<file path="src/rtl/te_pkg.sv">
package te_pkg;

   typedef enum logic [1:0] {
      TE_OFF   = 2'd0,
      TE_RSVD  = 2'd1,
      TE_LINE  = 2'd2,
      TE_VSYNC = 2'd3
   } te_mode_e;

   localparam int TE_HS = 0;
   localparam int TE_VS = 1;
   localparam int TE_NUM_KINDS = 2;

   function automatic logic te_mode_active(input te_mode_e m);
      return (m == TE_LINE) || (m == TE_VSYNC);
   endfunction

endpackage

</file>
<file path="src/rtl/te_pin_sync.sv">
module te_pin_sync #(
   parameter int STAGES = 2
) (
   input  logic clk,
   input  logic rst_n,
   input  logic din,
   output logic dout,
   output logic valid
);

   logic [STAGES-1:0] sh_q;
   logic [STAGES-1:0] fill_q;

   always_ff @(posedge clk or negedge rst_n) begin
      if (!rst_n) begin
         sh_q   <= '0;
         fill_q <= '0;
      end else begin
         sh_q   <= {sh_q[STAGES-2:0], din};
         fill_q <= {fill_q[STAGES-2:0], 1'b1};
      end
   end

   assign dout  = sh_q[STAGES-1];
   assign valid = fill_q[STAGES-1];

endmodule

</file>
<file path="src/rtl/te_width_meter.sv">
module te_width_meter #(
   parameter int WIDTH_W = 12
) (
   input  logic               clk,
   input  logic               rst_n,
   input  logic               en,
   input  logic               tick,
   input  logic               act,
   output logic [WIDTH_W-1:0] run_cnt,
   output logic [WIDTH_W-1:0] width_q,
   output logic               done_q
);

   localparam logic [WIDTH_W-1:0] CNT_MAX = '1;

   logic ready_q;
   logic in_q;

   always_ff @(posedge clk or negedge rst_n) begin
      if (!rst_n) begin
         ready_q <= 1'b0;
         in_q    <= 1'b0;
         run_cnt <= '0;
         width_q <= '0;
         done_q  <= 1'b0;
      end else begin
         done_q <= 1'b0;
         if (en && tick) begin
            if (act) begin
               if (ready_q) begin
                  in_q <= 1'b1;
                  if (run_cnt != CNT_MAX)
                     run_cnt <= run_cnt + 1'b1;
               end
            end else begin
               ready_q <= 1'b1;
               if (in_q) begin
                  done_q  <= 1'b1;
                  width_q <= run_cnt;
               end
               in_q    <= 1'b0;
               run_cnt <= '0;
            end
         end
      end
   end

endmodule

</file>
<file path="src/rtl/te_line_tracker.sv">
module te_line_tracker
   import te_pkg::*;
#(
   parameter int LINE_W        = 11,
   parameter int WIDTH_W       = 12,
   parameter int HS_FIELD_W    = 3,
   parameter int VS_FIELD_W    = 9,
   parameter int VS_SCALE_LOG2 = 3
) (
   input  logic                  clk,
   input  logic                  rst_n,
   input  logic                  hs_done,
   input  logic [WIDTH_W-1:0]    hs_width,
   input  logic                  vs_done,
   input  logic [WIDTH_W-1:0]    vs_width,
   input  logic [HS_FIELD_W-1:0] hs_cfg,
   input  logic [VS_FIELD_W-1:0] vs_cfg,
   input  te_mode_e              mode,
   input  logic                  te_en,
   input  logic [LINE_W-1:0]     target,
   output logic                  hs_evt,
   output logic                  vs_evt,
   output logic [LINE_W-1:0]     line_q,
   output logic                  fire
);

   localparam int CMP_W = WIDTH_W + 1;
   localparam logic [LINE_W-1:0] LINE_MAX = '1;

   logic [CMP_W-1:0]  hs_min;
   logic [CMP_W-1:0]  vs_min;
   logic              enabled;
   logic              armed_q;
   logic [LINE_W-1:0] line_nx;

   always_comb begin
      hs_min  = CMP_W'(hs_cfg) + 1'b1;
      vs_min  = (CMP_W'(vs_cfg) + 1'b1) << VS_SCALE_LOG2;
      vs_evt  = vs_done && (CMP_W'(vs_width) >= vs_min);
      hs_evt  = hs_done && (CMP_W'(hs_width) >= hs_min)
                        && (CMP_W'(hs_width) <  vs_min);
      enabled = te_en && te_mode_active(mode);

      line_nx = line_q;
      if (vs_evt)
         line_nx = '0;
      else if (hs_evt && line_q != LINE_MAX)
         line_nx = line_q + 1'b1;

      fire = 1'b0;
      if (enabled) begin
         if (mode == TE_VSYNC)
            fire = vs_evt;
         else if (vs_evt)
            fire = (target == '0);
         else
            fire = hs_evt && armed_q && (line_nx == target);
      end
   end

   always_ff @(posedge clk or negedge rst_n) begin
      if (!rst_n) begin
         line_q  <= '0;
         armed_q <= 1'b0;
      end else if (!enabled) begin
         line_q  <= '0;
         armed_q <= 1'b0;
      end else begin
         line_q <= line_nx;
         if (vs_evt)
            armed_q <= !fire;
         else if (fire)
            armed_q <= 1'b0;
      end
   end

endmodule

</file>
<file path="src/rtl/te_match_pulse.sv">
module te_match_pulse #(
   parameter int MATCH_CYCLES = 2
) (
   input  logic clk,
   input  logic rst_n,
   input  logic fire,
   output logic match_n
);

   localparam int CNT_W = $clog2(MATCH_CYCLES + 1);

   generate
      if (MATCH_CYCLES == 1) begin : g_single
         always_ff @(posedge clk or negedge rst_n) begin
            if (!rst_n) match_n <= 1'b1;
            else        match_n <= !fire;
         end
      end else begin : g_stretch
         logic [CNT_W-1:0] cnt_q;
         logic [CNT_W-1:0] cnt_nx;
         always_comb begin
            if (fire)
               cnt_nx = CNT_W'(MATCH_CYCLES);
            else if (cnt_q != '0)
               cnt_nx = cnt_q - 1'b1;
            else
               cnt_nx = '0;
         end
         always_ff @(posedge clk or negedge rst_n) begin
            if (!rst_n) begin
               cnt_q   <= '0;
               match_n <= 1'b1;
            end else begin
               cnt_q   <= cnt_nx;
               match_n <= (cnt_nx == '0);
            end
         end
      end
   endgenerate

endmodule

</file>
<file path="src/rtl/te_sync_detect.sv">
module te_sync_detect
   import te_pkg::*;
#(
   parameter int SYNC_STAGES   = 2,
   parameter int WIDTH_W       = 12,
   parameter int HS_FIELD_W    = 3,
   parameter int VS_FIELD_W    = 9,
   parameter int VS_SCALE_LOG2 = 3,
   parameter int LINE_W        = 11,
   parameter int MATCH_CYCLES  = 2
) (
   input  logic                  clk,
   input  logic                  rst_n,
   input  logic                  tick_en,
   input  logic                  te_pin,
   input  logic                  te_en,
   input  logic [1:0]            mode,
   input  logic [LINE_W-1:0]     target_line,
   input  logic [HS_FIELD_W-1:0] hs_width_cfg,
   input  logic [VS_FIELD_W-1:0] vs_width_cfg,
   input  logic                  hs_invert,
   input  logic                  vs_invert,
   output logic                  match_n
);

   localparam int VS_MIN_TICKS = 1 << VS_SCALE_LOG2;

   generate
      if (SYNC_STAGES < 2) begin : g_bad_sync
         $error("te_sync_detect: SYNC_STAGES must be at least 2");
      end
      if (VS_FIELD_W + VS_SCALE_LOG2 > WIDTH_W) begin : g_bad_vs
         $error("te_sync_detect: VS threshold does not fit the width counter");
      end
      if (HS_FIELD_W >= WIDTH_W) begin : g_bad_hs
         $error("te_sync_detect: HS field wider than the width counter");
      end
      if (MATCH_CYCLES < 1 || MATCH_CYCLES > VS_MIN_TICKS) begin : g_bad_match
         $error("te_sync_detect: MATCH_CYCLES must lie in 1..minimum VS width");
      end
   endgenerate

   logic pin_s;
   logic pin_ok;

   te_pin_sync #(.STAGES(SYNC_STAGES)) u_sync (
      .clk   (clk),
      .rst_n (rst_n),
      .din   (te_pin),
      .dout  (pin_s),
      .valid (pin_ok)
   );

   logic               kind_act  [TE_NUM_KINDS];
   logic [WIDTH_W-1:0] kind_cnt  [TE_NUM_KINDS];
   logic [WIDTH_W-1:0] kind_wid  [TE_NUM_KINDS];
   logic               kind_done [TE_NUM_KINDS];

   assign kind_act[TE_HS] = pin_s ^ hs_invert;
   assign kind_act[TE_VS] = pin_s ^ vs_invert;

   generate
      for (genvar k = 0; k < TE_NUM_KINDS; k++) begin : g_meter
         te_width_meter #(.WIDTH_W(WIDTH_W)) u_meter (
            .clk     (clk),
            .rst_n   (rst_n),
            .en      (pin_ok),
            .tick    (tick_en),
            .act     (kind_act[k]),
            .run_cnt (kind_cnt[k]),
            .width_q (kind_wid[k]),
            .done_q  (kind_done[k])
         );
      end
   endgenerate

   logic [WIDTH_W-1:0] hs_cnt;
   logic [WIDTH_W-1:0] vs_cnt;
   logic               hs_evt;
   logic               vs_evt;
   logic [LINE_W-1:0]  line_q;
   logic               fire;

   assign hs_cnt = kind_cnt[TE_HS];
   assign vs_cnt = kind_cnt[TE_VS];

   te_line_tracker #(
      .LINE_W        (LINE_W),
      .WIDTH_W       (WIDTH_W),
      .HS_FIELD_W    (HS_FIELD_W),
      .VS_FIELD_W    (VS_FIELD_W),
      .VS_SCALE_LOG2 (VS_SCALE_LOG2)
   ) u_track (
      .clk      (clk),
      .rst_n    (rst_n),
      .hs_done  (kind_done[TE_HS]),
      .hs_width (kind_wid[TE_HS]),
      .vs_done  (kind_done[TE_VS]),
      .vs_width (kind_wid[TE_VS]),
      .hs_cfg   (hs_width_cfg),
      .vs_cfg   (vs_width_cfg),
      .mode     (te_mode_e'(mode)),
      .te_en    (te_en),
      .target   (target_line),
      .hs_evt   (hs_evt),
      .vs_evt   (vs_evt),
      .line_q   (line_q),
      .fire     (fire)
   );

   te_match_pulse #(.MATCH_CYCLES(MATCH_CYCLES)) u_pulse (
      .clk     (clk),
      .rst_n   (rst_n),
      .fire    (fire),
      .match_n (match_n)
   );

endmodule

</file>
<file path="config.mk">
export PLATFORM = sky130hd
export DESIGN_NAME = te_sync_detect
export DESIGN_NICKNAME = d
export VERILOG_FILES = /design/src/rtl/te_pkg.sv /design/src/rtl/te_pin_sync.sv /design/src/rtl/te_width_meter.sv /design/src/rtl/te_line_tracker.sv /design/src/rtl/te_match_pulse.sv /design/src/rtl/te_sync_detect.sv
export SDC_FILE = /design/constraint.sdc
export NUM_CORES = 1
export LEC_CHECK = 0
export ABC_AREA = 1
export BUFFER_PORTS_ARGS = -buffer_cell sky130_fd_sc_hd__buf_4
export CORE_MARGIN = 4
export CORE_UTILIZATION = 67
export CTS_BUF_LIST = sky130_fd_sc_hd__clkbuf_8
export CTS_CLUSTER_DIAMETER = 200
export CTS_CLUSTER_SIZE = 24
export DETAILED_ROUTE_END_ITERATION = 16
export HOLD_SLACK_MARGIN = 0.15
export MAX_ROUTING_LAYER = met4
export PLACE_DENSITY = 0.93
export SYNTH_ARGS = -nofsm -noshare
export SYNTH_HDL_FRONTEND = slang
export SYNTH_SLANG_ARGS = --single-unit
</file>
<file path="constraint.sdc">
create_clock -name clk -period 3.6 [get_ports clk]
set_input_delay 0.72 -clock clk [delete_from_list [all_inputs] [get_ports clk]]
set_output_delay 0.72 -clock clk [all_outputs]
set_load 0.01 [all_outputs]
</file>
==> results.toml, run 1 <==
[critical_path]
cp-end-kind = "register"
cp.arrival_ns = 3.43
path_class = "primary input to register"
crit_path_start_kind = "primary input"
cp.required_ns = 3.84
worstPathMaxFanout = 23

[drt]
first_pass_iters = 5
drt_iter0_markers = 275
via_per_inst = 5.707
postRouteAntennaNets = 0
via_count = 4012
wl_per_cell_um = 14.23
totalWireLength_um = 10000
drc = 0

[synth]
muxShareOfSynthArea_pct = 0
netlist_instances = 584
ys_types = 36
synthAdderAreaFrac_pct = 7.365
synth-simple-area-share_pct = 31.64
synth_top_family_by_area = "simple AND/OR/NAND/NOR gates"
synth_fp_nets = 642
synth_compound_area_share_pct = 8.414
syn_avg_cell_area_sq_um = 7.563
ys_seq_elements = 73
yosysSeqAreaShare_pct = 41.39
netlist_area_sq_mm = 0.004417
ys_warn_count = 0
synth-xor-area-share_pct = 3.173

[outcome]
status = "finished, final reports clean"

[finish]
postLayoutCellArea_sq_mm = 0.004901
drive_gt1_share_pct = 11.50
fillCellCount = 501
n_antenna_cell = 0
area_growth_pct = 10.96
layout_common_cells = "nand2_1 (158), inv_1 (84), dfrtp_1 (72)"
nets = 679
finalNonFillerCells = 703
final_common_cell = "nand2_1"

[floorplanning]
die_h_um = 89.19
ios = 33
start_util_pct = 69.16
row_count = 29
die_w_um = 89.19
die_area_sq_mm = 0.007955
core_area_sq_mm = 0.006386

[power_and_ir_drop]
power_mw = 1.846
sw_frac_of_total_pct = 31.31
p_leak_nw = 2.480
switchingPower_mw = 0.5778
peakVddDrop_v = 0.0003444
internal_power_mw = 1.268
pwr-share-clk_pct = 30.6
p_per_area_mw_per_mm2 = 376.6
pwr-share-comb_pct = 18.7
seqPwrFrac_pct = 50.7

[clocking]
cts_tree = "built"
cts_buffers = 9
clk_path_buf_depth = 2
cts_hold_buf = 0
h-tree-depth = 3
insertion_delay_ns = 0.35
post-cts-setup-buffer-count = 0
clock_sinks = 73
cts-root-buf = "clkbuf_8"
clk_pin_slew_ns = 0.08
ctsResizeCount = 0

[grt]
grt_pass1_vias = 3677
antenna_found_initial = 0
grt_pass1_wl_um = 16660
groute.usage.overall_pct = 28.04
grt_max_degree = 74
grt_overflow = 0

[timing]
clock_skew_ns = 0.008071
finalHoldViolCount = 0
setup-tns-final_ns = 0
fmax_mhz = 313.4
period_share_pct = 88.64
post-route-min-period_ns = 3.191
setup_violations = 0
timing.final.ws_setup_ns = 0.4089
rsz0062_at_grt = "false"
slew_headroom_pct = 40.09
finalMaxSlewViolations = 0
tightest_slew_ns = 0.8986

[placement]
dp.cells = 687
dp_slack_ns = 0.07954
place_congestion = 0.9359
dpl_cell_area_sq_mm = 0.004730
portBuffers = 32
dp_hpwl_um = 7559

[min_path]
min_path_type = "register to register"

[flow_run]
max-cap-violations = 0
[power by group through the flow]
stage	Combinational (mW)	Sequential [mW]	Clock (mW)
finish	0.345	0.936	0.565
global route	0.400	0.945	0.614
CTS	0.347	0.935	0.579
detailed placement	0.344	0.950	0
global placement	0.322	0.947	0
floorplan	0.232	0.936	0
[worst paths after layout]
kind / start / to / slack, ns / depth (start not counted)
worst max-delay path: vs_width_cfg[0] / u_pulse.g_stretch.cnt_q[0]$_DFF_PN0_ / 0.41 / 23
worst min-delay path: u_sync.sh_q[0]$_DFF_PN0_ / u_sync.sh_q[1]$_DFF_PN0_ / 0.36 / 0
worst max register to register: u_track.line_q[0]$_DFF_PN0_ / u_pulse.g_stretch.cnt_q[0]$_DFF_PN0_ / 1.04 / 16
worst min register to register: u_sync.sh_q[0]$_DFF_PN0_ / u_sync.sh_q[1]$_DFF_PN0_ / 0.36 / 0
max in group asynchronous: rst_n / g_meter[1].u_meter.run_cnt[2]$_DFFE_PN0P_ / 2.52 / 1
min in group asynchronous: rst_n / g_meter[0].u_meter.width_q[0]$_DFFE_PN0P_ / 0.47 / 1
[logic make-up after synthesis]
logic type                 Yosys count
adders and majority gates           26
xor gates and xnor gates            16
buffers and inverters               92
and+or+nand+nor                    306
DFF                                 73
other                                1
AOI/OAI and AO/OA                   70
[layer usage]
layer  vias to the layer above  GRT usage (%)  share of wire, %
met3                        28          4.793               6.2
met1                      1879          35.56                42
met5                         -              -                 0
met2                       148          43.80                49
met4                         0          13.26               3.2
li1                       1957              -                 -
[worst max-delay path, stage by stage]
cell and delay [ns]:
buf_4 0.11, ha_1 0.21, nand2_1 0.07, nor2_1 0.16
nand2_1 0.09, xor2_1 0.20, ha_1 0.28, nand2_1 0.07
inv_1 0.04, nand3_1 0.10, nor2_1 0.05, nor2_1 0.08
nand3_1 0.14, nand2_2 0.36, nand3_1 0.16, nand2_1 0.09
nand2_1 0.05, inv_1 0.04, nand2_1 0.04, nor2_1 0.08
nand3_1 0.11, nand2_2 0.10, a21oi_1 0.07
[per-stage QoR]
step | hold WS [ns] | utilization [%]
3_3_place_gp | 0.3326 | 74.06
3_5_place_dp | 0.3413 | 74.06
6_report | 0.3561 | 76.74
4_1_cts | 0.3594 | 76.74
5_1_grt | 0.3724 | 76.74
2_1_floorplan | 0.3312 | -
[cell type report]
type,instances,area (sq um),share of cell area (%)
clock buffers,9,123.9,2.527
clock inverters,7,47.55,0.9701
inverters,85,319.1,6.510
multi-input cells,419,2238,45.67
flip-flops and latches,73,1828,37.30
well taps,77,96.34,1.966
repair buffers,33,247.7,5.055
[synthesized netlist by cell type]
cell,n,area share (%)
nand4_2,2,0.57
nand2_1,158,13
clkinv_1,1,0.085
xor2_1,9,1.8
nand3_1,41,4.6
inv_1,83,7.1
nor3_2,2,0.45
a21o_1,1,0.17
conb_1,1,0.085
nor2_8,1,0.45
nand3b_1,3,0.51
a211oi_1,2,0.34
clkbuf_1,5,0.42
o21ai_1,2,0.23
o41ai_1,1,0.20
nor4_2,1,0.28
o21a_1,2,0.34
o211ai_1,1,0.17
inv_2,1,0.085
dfstp_2,1,0.60
nor3_1,17,1.9
dfrtp_1,72,41
buf_4,1,0.17
o21ai_0,33,3.7
o21bai_1,1,0.17
xnor2_1,7,1.4
ha_1,26,7.4
nand3_2,6,1.4
nor2_2,3,0.42
nor4_1,3,0.42
nand2_2,4,0.57
a21oi_1,27,3.1
nor2_4,3,0.76
nor2_1,52,4.4
buf_2,1,0.11
nand4_1,10,1.4
[sequential cells by signal, summed over array words and instances, names as in the netlist, 2 cells and up]
name,flops
u_track.line_q,11
g_meter.u_meter.ready_q,2
u_sync.sh_q,2
g_meter.u_meter.width_q,24
g_meter.u_meter.done_q,2
u_sync.fill_q,2
g_meter.u_meter.in_q,2
g_meter.u_meter.run_cnt,24
u_pulse.g_stretch.cnt_q,2
(Power assumes the default switching activity.)
==> run 2: changes to the inputs <==
--- a/config.mk
+++ b/config.mk
@@ -7,15 +7,13 @@
 export LEC_CHECK = 0
 export ABC_AREA = 1
 export BUFFER_PORTS_ARGS = -buffer_cell sky130_fd_sc_hd__buf_4
-export CORE_MARGIN = 4
-export CORE_UTILIZATION = 67
-export CTS_BUF_LIST = sky130_fd_sc_hd__clkbuf_8
+export CORE_UTILIZATION = 65
 export CTS_CLUSTER_DIAMETER = 200
 export CTS_CLUSTER_SIZE = 24
 export DETAILED_ROUTE_END_ITERATION = 16
 export HOLD_SLACK_MARGIN = 0.15
 export MAX_ROUTING_LAYER = met4
-export PLACE_DENSITY = 0.93
+export PLACE_DENSITY = 0.91
 export SYNTH_ARGS = -nofsm -noshare
 export SYNTH_HDL_FRONTEND = slang
 export SYNTH_SLANG_ARGS = --single-unit
==> run 2 against run 1 <==
Net effect: the flow now finishes with violations (DRC); global-route usage increased by 3.4 points; sequential share of layout area down 0.48 points; fmax shrank 2.5%; sequential power about the same; first-iteration DRC count shrank 18%; die area shrank 10%; combinational power fell by 1%; utilization up 0.13 points; routed wire length decreased by 1.0%; largest cell class unchanged; largest power group unchanged.
==> results.toml, run 2 (synthesis gave the netlist of run 1 again) <==
[timing]
fmax_mhz = 305.4
tightest_slew_ns = 0.8853
hold-worst-slack_ns = 0.3537
setup_violations = 0
post-route-min-period_ns = 3.274
finalMaxSlewViolations = 0
setup-tns-final_ns = 0
finalHoldViolCount = 0
period_share_pct = 90.96
clock_skew_ns = 0.007263
slew_headroom_pct = 40.98
rsz0062_at_grt = "false"

[finish]
fillCellCount = 474
final_common_cell = "nand2_1"
area_growth_pct = 12.41
nets = 678
drive_gt1_share_pct = 11.36
reg.largest.list = "g_meter.u_meter.run_cnt x24, g_meter.u_meter.width_q x24, u_track.line_q x11"
utilization_pct = 76.87
layout_common_cells = "nand2_1 (158), inv_1 (83), dfrtp_1 (72)"
n_antenna_cell = 0

[placement]
place_congestion = 0.9383
dp_hpwl_um = 7408
portBuffers = 32

[floorplanning]
core_area_sq_mm = 0.006459
row_count = 29
die_w_um = 84.43
ios = 33
die_area_sq_mm = 0.007128
start_util_pct = 68.38
die_h_um = 84.43

[outcome]
status = "finished with violations"
violations = "DRC"

[power_and_ir_drop]
sw_frac_of_total_pct = 28.08
switchingPower_mw = 0.5786
p_per_area_mw_per_mm2 = 415.0
pwr-share-comb_pct = 16.5
internal_power_mw = 1.482
p_leak_nw = 2.513
peakVddDrop_v = 0.0003898
pwr-share-clk_pct = 38.0
seqPwrFrac_pct = 45.5

[drt]
drt_iter0_markers = 225
postRouteAntennaNets = 0
via_count = 3931
wl_per_cell_um = 14.11
totalWireLength_um = 9904
drc = 1
via_per_inst = 5.600
first_pass_iters = 11

[critical_path]
cp-end-kind = "register"
cp.required_ns = 3.84
cp.arrival_ns = 3.51
crit_path_start_kind = "primary input"
path_class = "primary input to register"
worstPathMaxFanout = 23

[clocking]
h-tree-depth = 3
post-cts-setup-buffer-count = 0
ctsResizeCount = 0
clk_path_buf_depth = 2
cts_hold_buf = 0
clk_pin_slew_ns = 0.08
insertion_delay_ns = 0.35
cts_buffers = 9
cts_tree = "built"
clock_sinks = 73
cts-root-buf = "clkbuf_8"

[grt]
grt_pass1_wl_um = 17190
grt_overflow = 0
antenna_found_initial = 0
grt_pass1_vias = 3932
groute.usage.overall_pct = 31.46
grt_max_degree = 74

[flow_run]
max-cap-violations = 0

[min_path]
min_path_type = "register to register"
run 2: cell types whose count changed in the layout (fill, tap and decap cells not counted), sizes merged:
cell,delta
inv,-1
bufinv,+3
buf,-1
clkbuf,+1
clkinvlp,-3
run 2: worst max-delay path, cell delays in order:
cell,delay (ns)
buf_4,0.11
ha_1,0.21
nand2_1,0.09
nor2_1,0.17
nand2_1,0.09
xor2_1,0.22
ha_1,0.29
nand2_1,0.06
inv_1,0.04
nand3_1,0.09
nor2_1,0.05
nor2_1,0.10
nand3_1,0.13
nand2_2,0.37
nand3_1,0.17
nand2_1,0.09
nand2_1,0.05
inv_1,0.05
nand2_1,0.05
nor2_1,0.08
nand3_1,0.11
nand2_2,0.11
a21oi_1,0.07
run 2: cell type report:
cell class / instances / area [sq um] / area share [%]
repair buffers: 32 / 240.2 / 4.839
clock inverters: 6 / 115.1 / 2.319
multi-input cells: 419 / 2238 / 45.09
flip-flops and latches: 73 / 1828 / 36.82
clock buffers: 10 / 127.6 / 2.571
inverters: 85 / 319.1 / 6.426
well taps: 77 / 96.34 / 1.941
run 2: power by group through the flow:
stage          Combinational (mW)  Sequential [mW]  Clock [mW]
3_3_place_gp                0.320            0.948           0
6_report                    0.340            0.937       0.783
5_1_grt                     0.393            0.945       0.825
4_1_cts                     0.343            0.938       0.791
2_1_floorplan               0.232            0.936           0
3_5_place_dp                0.338            0.952           0
run 2: through the flow:
step                instance area (sq um)  power [mW]  instances  worst slack (ns)
finish                               4965       2.060        702            0.3256
global route                         4965       2.164        702           0.03910
CTS                                  4965       2.071        702            0.3856
detailed placement                   4722       1.290        686           0.01417
global placement                     4722       1.268        686            0.2503
floorplan                            4417       1.168        584            0.7276
run 2: worst paths after layout:
check / end / startpoint / slack (ns) / depth (start not counted)
max in group asynchronous: g_meter[1].u_meter.width_q[5]$_DFFE_PN0P_ / rst_n / 2.54 / 1
setup reg to reg: u_pulse.g_stretch.cnt_q[0]$_DFF_PN0_ / u_track.line_q[0]$_DFF_PN0_ / 1.01 / 16
setup / recovery: u_pulse.g_stretch.cnt_q[0]$_DFF_PN0_ / vs_width_cfg[0] / 0.33 / 23
hold reg to reg: u_sync.sh_q[1]$_DFF_PN0_ / u_sync.sh_q[0]$_DFF_PN0_ / 0.35 / 0
hold / removal: u_sync.sh_q[1]$_DFF_PN0_ / u_sync.sh_q[0]$_DFF_PN0_ / 0.35 / 0
min in group asynchronous: g_meter[0].u_meter.width_q[0]$_DFFE_PN0P_ / rst_n / 0.49 / 1
run 2: metal layers:
metal  routed length (um)  vias to the layer above  global-route usage, %
li1                     -                     1952                      -
met1                 4290                     1813                  37.29
met2                 4844                      136                  53.43
met3                  463                       30                  4.916
met4                  307                        0                  13.87
met5                    0                        -                      -
==> run 3: changes to the inputs <==
--- a/config.mk
+++ b/config.mk
@@ -7,13 +7,15 @@
 export LEC_CHECK = 0
 export ABC_AREA = 1
 export BUFFER_PORTS_ARGS = -buffer_cell sky130_fd_sc_hd__buf_4
-export CORE_UTILIZATION = 65
+export CORE_UTILIZATION = 67
+export CTS_BUF_LIST = sky130_fd_sc_hd__clkbuf_2 sky130_fd_sc_hd__clkbuf_4 sky130_fd_sc_hd__clkbuf_8
 export CTS_CLUSTER_DIAMETER = 200
 export CTS_CLUSTER_SIZE = 24
 export DETAILED_ROUTE_END_ITERATION = 16
-export HOLD_SLACK_MARGIN = 0.15
+export HOLD_SLACK_MARGIN = 0.1
 export MAX_ROUTING_LAYER = met4
-export PLACE_DENSITY = 0.91
+export PLACE_DENSITY = 0.93
+export SLEW_MARGIN = 20
 export SYNTH_ARGS = -nofsm -noshare
 export SYNTH_HDL_FRONTEND = slang
 export SYNTH_SLANG_ARGS = --single-unit
==> run 3 against run 2 <==
Net effect: fmax rose by 3.2%; hold slack got worse by 0.0044 ns; critical path depth rose by 1; die area fell by 2.9%; utilization rose by 0.49 points; sequential power barely moved; non-clock buffer count did not move; clock power fell by 23%; the flow now finishes without violations; setup slack improved by 0.10 ns.
==> results.toml, run 3 (synthesis gave the netlist of run 1 again) <==
[outcome]
status = "finished, final reports clean"

[floorplanning]
die_area_sq_mm = 0.006921
ios = 33
core_area_sq_mm = 0.006350
start_util_pct = 69.56
die_h_um = 83.19
row_count = 29
die_w_um = 83.19

[critical_path]
worst_r2r_startpoint = "u_track.line_q[0]$_DFF_PN0_"
rrSetupSlack_ns = 1.03
worstPathMaxFanout = 23
crit_path_start_kind = "primary input"
reg2reg_depth = 17
cp.arrival_ns = 3.46
path_class = "primary input to register"
reg2reg_to = "u_pulse.g_stretch.cnt_q[1]$_DFF_PN0_"
cp.required_ns = 3.89
cp-end-kind = "register"

[timing]
hold-worst-slack_ns = 0.3493
tightest_slew_ns = 0.8975
clock_skew_ns = 0.01009
setup_violations = 0
finalHoldViolCount = 0
finalMaxSlewViolations = 0
setup-tns-final_ns = 0
slew_headroom_pct = 40.16
rsz0062_at_grt = "false"
period_share_pct = 88.12
post-route-min-period_ns = 3.172
fmax_mhz = 315.2

[grt]
groute.usage.overall_pct = 34.04
antenna_found_initial = 0
grt_max_degree = 74
grt_pass1_wl_um = 18260
grt_overflow = 0
grt_pass1_vias = 4111

[finish]
n_antenna_cell = 0
drive_gt1_share_pct = 11.38
reg.largest.list = "g_meter.u_meter.run_cnt x24, g_meter.u_meter.width_q x24, u_track.line_q x11"
nets = 678
finalNonFillerCells = 701
area_growth_pct = 11.22
layout_common_cells = "nand2_1 (158), inv_1 (83), dfrtp_1 (72)"
final_common_cell = "nand2_1"

[drt]
totalWireLength_um = 10370
first_pass_iters = 6
via_per_inst = 5.790
postRouteAntennaNets = 0
via_count = 4059
wl_per_cell_um = 14.80
drc = 0
drt_iter0_markers = 316

[min_path]
min_path_type = "register to register"
hold_end = "u_sync.fill_q[1]$_DFF_PN0_"
hold_depth = 0
min_from = "u_sync.fill_q[0]$_DFF_PN0_"

[clocking]
insertion_delay_ns = 0.35
clk_pin_slew_ns = 0.07
cts_tree = "built"
h-tree-depth = 3
cts_buffers = 9
clk_path_buf_depth = 2
post-cts-setup-buffer-count = 0
clock_sinks = 73
cts-root-buf = "clkbuf_8"

[power_and_ir_drop]
p_per_area_mw_per_mm2 = 385.0
peakVddDrop_v = 0.0003540
p_leak_nw = 2.505
power_mw = 1.891

[placement]
portBuffers = 32
dp.cells = 686
place_congestion = 0.9286
dp_hpwl_um = 7616

[flow_run]
max-cap-violations = 0
## run 3: how the worst max path moves through the flow
stage	startpoint	endpoint	depth (start not counted)
global placement	vs_width_cfg[0]	u_pulse.g_stretch.cnt_q[0]$_DFF_PN0_	23
detailed placement	vs_width_cfg[0]	u_pulse.g_stretch.cnt_q[0]$_DFF_PN0_	23
finish	vs_width_cfg[0]	u_pulse.g_stretch.cnt_q[1]$_DFF_PN0_	24
global route	vs_width_cfg[0]	u_pulse.g_stretch.cnt_q[1]$_DFF_PN0_	24
CTS	vs_width_cfg[0]	u_pulse.g_stretch.cnt_q[1]$_DFF_PN0_	24
floorplan	vs_width_cfg[0]	u_pulse.g_stretch.cnt_q[0]$_DFF_PN0_	21
## run 3: area by class of cell
type,instances,area (sq um)
clock inverter,2,12.51
timing repair buffer,32,240.2
clock buffer,13,172.7
multi-input combinational,419,2243
fill,448,1438
sequential,73,1828
inverter,85,319.1
tap,77,96.34
## run 3: power by group
| group | total (mW) | internal (mW) | switching (mW) |
|---|---|---|---|
| clock | 0.605 | 0.310 | 0.295 |
| combinational | 0.348 | 0.130 | 0.218 |
| sequential | 0.938 | 0.889 | 0.0492 |
## run 3: stage by stage
stage                     utilization (%)  cell area (sq um)  setup slack (ns)
after global routing                77.36               4912            0.1131
after CTS                           77.28               4907            0.3859
after floorplan                         -               4417            0.7276
final                               77.36               4912            0.4277
after global placement              74.36               4722            0.2607
after detailed placement            74.36               4722           0.06127
## run 3: critical path, stage by stage
cell and delay, ns:
buf_4 0.11, ha_1 0.22, nand2_1 0.07, nor2_1 0.19, nand2_1 0.11, xor2_1 0.21
ha_1 0.30, nand2_1 0.09, inv_1 0.04, nand3_1 0.10, nor2_1 0.05, nor2_1 0.07
nand3_1 0.14, nand2_4 0.25, nand3_1 0.15, nand2_1 0.08, nand2_1 0.04, inv_1 0.05
nand2_1 0.05, nor2_1 0.09, nand3_1 0.11, nand2_2 0.10, nand2_1 0.06, nand2_1 0.06
## run 3: routing by layer
metal | track usage, % | vias to the layer above | wire (um)
met3 | 7.058 | 42 | 642
met1 | 40.93 | 1897 | 4202
li1 | - | 1960 | -
met2 | 55.66 | 160 | 5153
met4 | 15.05 | 0 | 375
met5 | - | - | 0
## run 3: repair_timing
item	in CTS	in global routing
gates resized for setup	0	1
setup endpoints to repair	0	2
hold buffers	0	0
